## src/rtl/mesh_route_pkg.sv

```systemverilog
package mesh_route_pkg;
  localparam int unsigned NUM_DIRS = 5;
  localparam int unsigned DIR_E = 0;
  localparam int unsigned DIR_W = 1;
  localparam int unsigned DIR_N = 2;
  localparam int unsigned DIR_S = 3;
  localparam int unsigned DIR_L = 4;

  typedef enum logic {
    ORD_X_FIRST = 1'b0,
    ORD_Y_FIRST = 1'b1
  } dim_order_e;
endpackage

```

## src/rtl/mesh_route_target.sv

```systemverilog
// Resolves the active leg: target coordinates, order and outgoing phase.
module mesh_route_target #(
  parameter int unsigned CW = 2
) (
  input  logic [CW-1:0] cur_x_i,
  input  logic [CW-1:0] cur_y_i,
  input  logic [CW-1:0] dst_x_i,
  input  logic [CW-1:0] dst_y_i,
  input  logic [CW-1:0] mid_x_i,
  input  logic [CW-1:0] mid_y_i,
  input  logic          two_leg_i,
  input  logic          phase_i,
  input  logic          ord_a_i,
  input  logic          ord_b_i,
  output logic [CW-1:0] tgt_x_o,
  output logic [CW-1:0] tgt_y_o,
  output logic          ord_o,
  output logic          phase_o
);
  logic at_mid;
  logic final_leg;

  assign at_mid = (cur_x_i == mid_x_i) && (cur_y_i == mid_y_i);

  always_comb begin
    final_leg = !two_leg_i || phase_i || at_mid;
    tgt_x_o   = final_leg ? dst_x_i : mid_x_i;
    tgt_y_o   = final_leg ? dst_y_i : mid_y_i;
    ord_o     = final_leg ? ord_b_i : ord_a_i;
    phase_o   = two_leg_i ? final_leg : phase_i;
  end
endmodule

```

## src/rtl/mesh_route_dir.sv

```systemverilog
// Dimension-ordered minimal direction toward a target.
module mesh_route_dir
  import mesh_route_pkg::*;
#(
  parameter int unsigned CW = 2
) (
  input  logic [CW-1:0]       cur_x_i,
  input  logic [CW-1:0]       cur_y_i,
  input  logic [CW-1:0]       tgt_x_i,
  input  logic [CW-1:0]       tgt_y_i,
  input  logic                ord_i,
  output logic [NUM_DIRS-1:0] dir_o
);
  logic x_ne, y_ne;
  logic [NUM_DIRS-1:0] x_step, y_step;

  assign x_ne = (cur_x_i != tgt_x_i);
  assign y_ne = (cur_y_i != tgt_y_i);

  always_comb begin
    x_step = '0;
    y_step = '0;
    x_step[(tgt_x_i > cur_x_i) ? DIR_E : DIR_W] = 1'b1;
    y_step[(tgt_y_i > cur_y_i) ? DIR_N : DIR_S] = 1'b1;
    dir_o = '0;
    if (!x_ne && !y_ne) begin
      dir_o[DIR_L] = 1'b1;
    end else if (dim_order_e'(ord_i) == ORD_X_FIRST) begin
      dir_o = x_ne ? x_step : y_step;
    end else begin
      dir_o = y_ne ? y_step : x_step;
    end
  end
endmodule

```

## src/rtl/mesh_route_compute.sv

```systemverilog
module mesh_route_compute
  import mesh_route_pkg::*;
#(
  parameter int unsigned K     = 4,
  parameter int unsigned CW    = (K > 2) ? $clog2(K) : 1,
  parameter int unsigned HDR_W = 4 * CW + 4
) (
  input  logic                clk_i,
  input  logic                rst_ni,
  input  logic                hdr_valid_i,
  input  logic [HDR_W-1:0]    hdr_i,
  input  logic [CW-1:0]       cur_x_i,
  input  logic [CW-1:0]       cur_y_i,
  output logic                out_valid_o,
  output logic [NUM_DIRS-1:0] out_port_o,
  output logic [HDR_W-1:0]    hdr_o
);
  localparam int unsigned B_TWO   = 4 * CW;
  localparam int unsigned B_PHASE = 4 * CW + 1;
  localparam int unsigned B_ORD_A = 4 * CW + 2;
  localparam int unsigned B_ORD_B = 4 * CW + 3;

  logic [CW-1:0]       tgt_x, tgt_y;
  logic                ord, phase_nx;
  logic [NUM_DIRS-1:0] dir;
  logic [HDR_W-1:0]    hdr_nx;

  mesh_route_target #(.CW(CW)) u_target (
    .cur_x_i  (cur_x_i),
    .cur_y_i  (cur_y_i),
    .dst_x_i  (hdr_i[CW-1:0]),
    .dst_y_i  (hdr_i[2*CW-1:CW]),
    .mid_x_i  (hdr_i[3*CW-1:2*CW]),
    .mid_y_i  (hdr_i[4*CW-1:3*CW]),
    .two_leg_i(hdr_i[B_TWO]),
    .phase_i  (hdr_i[B_PHASE]),
    .ord_a_i  (hdr_i[B_ORD_A]),
    .ord_b_i  (hdr_i[B_ORD_B]),
    .tgt_x_o  (tgt_x),
    .tgt_y_o  (tgt_y),
    .ord_o    (ord),
    .phase_o  (phase_nx)
  );

  mesh_route_dir #(.CW(CW)) u_dir (
    .cur_x_i(cur_x_i),
    .cur_y_i(cur_y_i),
    .tgt_x_i(tgt_x),
    .tgt_y_i(tgt_y),
    .ord_i  (ord),
    .dir_o  (dir)
  );

  always_comb begin
    hdr_nx          = hdr_i;
    hdr_nx[B_PHASE] = phase_nx;
  end

  always_ff @(posedge clk_i or negedge rst_ni) begin
    if (!rst_ni) begin
      out_valid_o <= 1'b0;
      out_port_o  <= '0;
      hdr_o       <= '0;
    end else begin
      out_valid_o <= hdr_valid_i;
      out_port_o  <= hdr_valid_i ? dir : '0;
      if (hdr_valid_i) hdr_o <= hdr_nx;
    end
  end

  // Checks, derived from the registered header against the sampled position
  logic          o_final;
  logic [CW-1:0] o_tx, o_ty;
  assign o_final = !hdr_o[B_TWO] || hdr_o[B_PHASE];
  assign o_tx    = o_final ? hdr_o[CW-1:0]    : hdr_o[3*CW-1:2*CW];
  assign o_ty    = o_final ? hdr_o[2*CW-1:CW] : hdr_o[4*CW-1:3*CW];

  AST_PORT_ONEHOT: assert property (@(posedge clk_i) disable iff (!rst_ni)
    out_valid_o |-> $countones(out_port_o) == 1) else $error("onehot");
  AST_IDLE_ZERO: assert property (@(posedge clk_i) disable iff (!rst_ni)
    !out_valid_o |-> out_port_o == '0) else $error("idle");
  AST_VALID_LAT: assert property (@(posedge clk_i) disable iff (!rst_ni)
    hdr_valid_i |=> out_valid_o) else $error("latency");
  AST_EAST_MIN: assert property (@(posedge clk_i) disable iff (!rst_ni)
    hdr_valid_i && dir[DIR_E] |=> o_tx > $past(cur_x_i)) else $error("east");
  AST_WEST_MIN: assert property (@(posedge clk_i) disable iff (!rst_ni)
    hdr_valid_i && dir[DIR_W] |=> o_tx < $past(cur_x_i)) else $error("west");
  AST_NORTH_MIN: assert property (@(posedge clk_i) disable iff (!rst_ni)
    hdr_valid_i && dir[DIR_N] |=> o_ty > $past(cur_y_i)) else $error("north");
  AST_SOUTH_MIN: assert property (@(posedge clk_i) disable iff (!rst_ni)
    hdr_valid_i && dir[DIR_S] |=> o_ty < $past(cur_y_i)) else $error("south");
  AST_LOCAL_AT_DST: assert property (@(posedge clk_i) disable iff (!rst_ni)
    hdr_valid_i && dir[DIR_L] |=> o_final && o_tx == $past(cur_x_i)
                                  && o_ty == $past(cur_y_i)) else $error("local");
  AST_PHASE_KEEP: assert property (@(posedge clk_i) disable iff (!rst_ni)
    hdr_valid_i && hdr_i[B_TWO] && hdr_i[B_PHASE] |=> hdr_o[B_PHASE]) else $error("phase");
  AST_FIELDS_KEEP: assert property (@(posedge clk_i) disable iff (!rst_ni)
    hdr_valid_i |=> hdr_o[4*CW-1:0] == $past(hdr_i[4*CW-1:0])) else $error("fields");
endmodule

```

## config.mk

```make
export PLATFORM = sky130hd
export DESIGN_NAME = mesh_route_compute
export DESIGN_NICKNAME = d
export VERILOG_FILES = /design/src/rtl/mesh_route_pkg.sv /design/src/rtl/mesh_route_target.sv /design/src/rtl/mesh_route_dir.sv /design/src/rtl/mesh_route_compute.sv
export SDC_FILE = /design/constraint.sdc
export NUM_CORES = 1
export LEC_CHECK = 0
export BUFFER_PORTS_ARGS = -buffer_cell sky130_fd_sc_hd__buf_2
export CAP_MARGIN = 10
export CORE_ASPECT_RATIO = 1.75
export CORE_UTILIZATION = 29
export CTS_CLUSTER_DIAMETER = 100
export DETAILED_ROUTE_END_ITERATION = 16
export GPL_TIMING_DRIVEN = 0
export PLACE_DENSITY_LB_ADDON = 0.25
export SYNTH_ARGS = -nofsm -noshare
export SYNTH_HDL_FRONTEND = slang
export SYNTH_SLANG_ARGS = --single-unit
```

## constraint.sdc

```tcl
create_clock -name clk_i -period 1.2 [get_ports clk_i]
set_clock_uncertainty 0.1 [all_clocks]
set_input_delay 0.18 -clock clk_i [delete_from_list [all_inputs] [get_ports clk_i]]
set_output_delay 0.18 -clock clk_i [all_outputs]
set_load 0.1 [all_outputs]
```

==> impl_metrics.json <==
{
  "crit_chain": "buf_8 -> xor2_4 -> o41ai_4 -> buf_4 -> mux2_4 -> ha_4 -> buf_4 -> nand2_1 -> nand2_1 -> nor3b_2",
  "p_leak_nw": 0.6727,
  "sw_frac_of_total": 0.4137,
  "setup-violations-final": 5,
  "worstHoldPathType": "input port to flop",
  "instances_no_fill": 147,
  "die_h_um": 74.70,
  "via_count": 723,
  "yosys_register_bits": 18,
  "critPathLaunchType": "input port",
  "cp_max_fo": 4,
  "fin_hold_ws_ps": 88.19,
  "setup-tns-final_ps": -3758,
  "die_w_um": 43.54,
  "synth.net_count": 94,
  "power_frac_clock": 0.203,
  "gr-total-overflow": 0,
  "syn_to_final_growth_pct": 66.00,
  "cap_violations": 0,
  "dp_hpwl_mm": 1.527,
  "io_buffers": 36,
  "clock_latency_ps": 240,
  "clk_path_buf_depth": 2,
  "power_density_nw_per_um2": 1364,
  "detail_route.wl_per_cell_um": 13.96,
  "antenna_found_initial": 0,
  "clkTransAtPathRegs_ps": 60,
  "min_period_over_period": 1.683,
  "grt_pass1_wl_mm": 3.277,
  "p_switching_mw": 0.8208,
  "endpoint_kind": "flop",
  "start_util": 0.3025,
  "crit_type": "input port to flop",
  "hold_viol_final": 0,
  "grt_usage": 0.1383,
  "wirelength_mm": 2.052,
  "status": "complete, but fails checks",
  "dp_cells": 135,
  "syn_area_per_cell_um2": 12.34,
  "synth_cells": 71,
  "clock.fmax_mhz": 495.2,
  "required_ps": 1270,
  "first_pass_iters": 9,
  "finalMaxSlewViolations": 0,
  "antenna_cells": 0,
  "cts-root-buf": "clkbuf_8",
  "cp_slowest_cell": "o41ai_4",
  "rsz0062_at_grt": "true",
  "finalNetCount": 144,
  "grt_max_degree": 19,
  "fin_crit_ps": 2019,
  "syn_area_um2": 875.8,
  "ys_types": 16,
  "finish.utilization": 0.5022,
  "max_slew.worst_pin.slew_ps": 395.6,
  "multi_input_area_um2": 540.5,
  "ant_nets": 0,
  "power_frac_comb": 0.446,
  "violations": "DRC, setup timing",
  "rows": 26,
  "die_area_um2": 3252,
  "slew_headroom": 0.7362,
  "cts_buffers": 3,
  "ff_latch_area_um2": 465.4,
  "coreArea_um2": 2895,
  "clock_sinks": 18,
  "pwr-share-seq": 0.351,
  "pin_count": 37,
  "synth-seq-area-share": 0.5143,
  "via_per_inst": 4.918,
  "gp_congestion": 0.7025,
  "worst_slack_ps": -819.4,
  "slowest_delay_ps": 330,
  "fillCellCount": 263,
  "yosysWarnings": 0,
  "drive_gt1_frac": 0.7647,
  "p_total_mw": 1.984,
  "initialDrtViolationCount": 8,
  "cp.arrival_ps": 2090,
  "htree_levels": 1,
  "cts_tree": "yes",
  "drc": 5,
  "p_int_mw": 1.163,
  "vdd_drop_max_uv": 694.3,
  "grt_pass1_vias": 794
}
[cell type report]
cell class | count | share of cell area
Inverter | 4 | 0.01033
Timing Repair Buffer | 45 | 0.2367
Buffer | 2 | 0.008606
Sequential cell | 18 | 0.3201
Tap cell | 28 | 0.02410
Clock buffer | 3 | 0.02840
Multi-Input combinational cell | 47 | 0.3718
[cells in the mapped netlist]
master    instances  share of area
nor2_1            2         0.0086
xor2_1            4          0.040
clkbuf_1          2         0.0086
inv_1             4          0.017
nor2b_1           1         0.0071
o41ai_4           1          0.031
a21oi_1           6          0.034
mux2_2           14           0.18
nor4_1            1         0.0071
dfrtp_1          18           0.51
mux2i_1           3          0.034
nor3b_1           2          0.017
nor3_1            2          0.011
nand3_1           1         0.0057
ha_1              4          0.057
nand2_1           6          0.026
[kinds of logic after synthesis]
family          after synthesis  share of synthesized area
simple gates                 15                    0.08286
buf+inv                       6                    0.02571
flops                        18                     0.5143
fa+ha+maj                     4                    0.05715
compound gates                7                    0.06572
xor+xnor                      4                    0.04000
mux                          17                     0.2143
[power by group through the flow]
stage,logic (mW),clock network (mW),registers (mW)
3_5_place_dp,0.749,0,0.702
6_report,0.885,0.403,0.696
4_1_cts,0.852,0.428,0.694
5_1_grt,0.923,0.453,0.701
3_3_place_gp,0.738,0,0.699
2_1_floorplan,0.183,0,1.12
[repair_timing]
action,in CTS,in global routing
hold endpoints to repair,19,0
buffers inserted,6,1
hold buffers,2,0
gates resized for setup,35,13
endpoints found under the setup margin,23,7
pin swaps,10,6
[through the flow]
stage	instance area [um^2]	setup WS (ps)
finish	1454	-819.4
global route	1454	-892.5
CTS	1400	-795.2
detailed placement	1170	-1295
global placement	1170	-1267
floorplan	954.7	-971.9
[cells in the final DEF, fill, tap and decap left out]
master         netlist  layout
a21oi_1              6       3
a21oi_2              0       3
buf_2                0      13
buf_4                0      22
buf_6                0       7
buf_8                0       1
clkbuf_2             0       1
clkbuf_4             0       1
clkbuf_8             0       3
dfrtp_1             18       6
dfrtp_2              0      12
dlygate4sd3_1        0       2
ha_1                 4       2
ha_4                 0       2
inv_1                4       4
mux2_2              14      11
mux2_4               0       3
mux2i_1              3       2
mux2i_4              0       1
nand2_1              6       3
nand2_2              0       2
nand2_4              0       1
nand3_1              1       1
nor2_1               2       2
nor2b_1              1       1
nor3_2               0       2
nor3b_2              0       2
nor4_1               1       1
o41ai_4              1       1
xor2_1               4       1
xor2_2               0       1
xor2_4               0       2
[routing by layer]
layer | vias to the layer above | global-route usage | wire length [um] | share of wire
met1 | 354 | 0.1263 | 633 | 0.31
met2 | 22 | 0.2653 | 1273 | 0.62
met4 | 0 | 0.1076 | 77 | 0.038
met3 | 6 | 0.01439 | 68 | 0.033
met5 | - | 0 | 0 | 0
li1 | 341 | - | - | -
[state kept, by name (all words and copies together) (netlist names)]
| register | count |
|---|---|
| out_valid_o | 1 |
| out_port_o | 5 |
| hdr_o | 12 |
[worst max-delay path: cells and delay by family]
kind                     cells  cell delay [ps]
buffers and inverters        3              440
AND/OR/NAND/NOR              3              380
AO/OA/AOI/OAI                1              330
multiplexers                 1              310
adder cells (fa/ha/maj)      1              260
XOR/XNOR                     1              180
[worst paths after layout]
kind / slack, ps / start / endpoint / cells after the start
worst min register to register: 410 / hdr_o[11]$_DFFE_PN0P_ / hdr_o[11]$_DFFE_PN0P_ / 1
min in group asynchronous: 290 / rst_ni / hdr_o[2]$_DFFE_PN0P_ / 2
worst max register to register: 310 / hdr_o[4]$_DFFE_PN0P_ / hdr_o[4]$_DFFE_PN0P_ / 1
worst max-delay path: -820 / cur_y_i[0] / out_port_o[1]$_DFF_PN0_ / 10
max in group asynchronous: 410 / rst_ni / hdr_o[10]$_DFFE_PN0P_ / 2
worst min-delay path: 90 / hdr_i[3] / hdr_o[3]$_DFFE_PN0P_ / 2
Power figures use the tool's default switching activity.
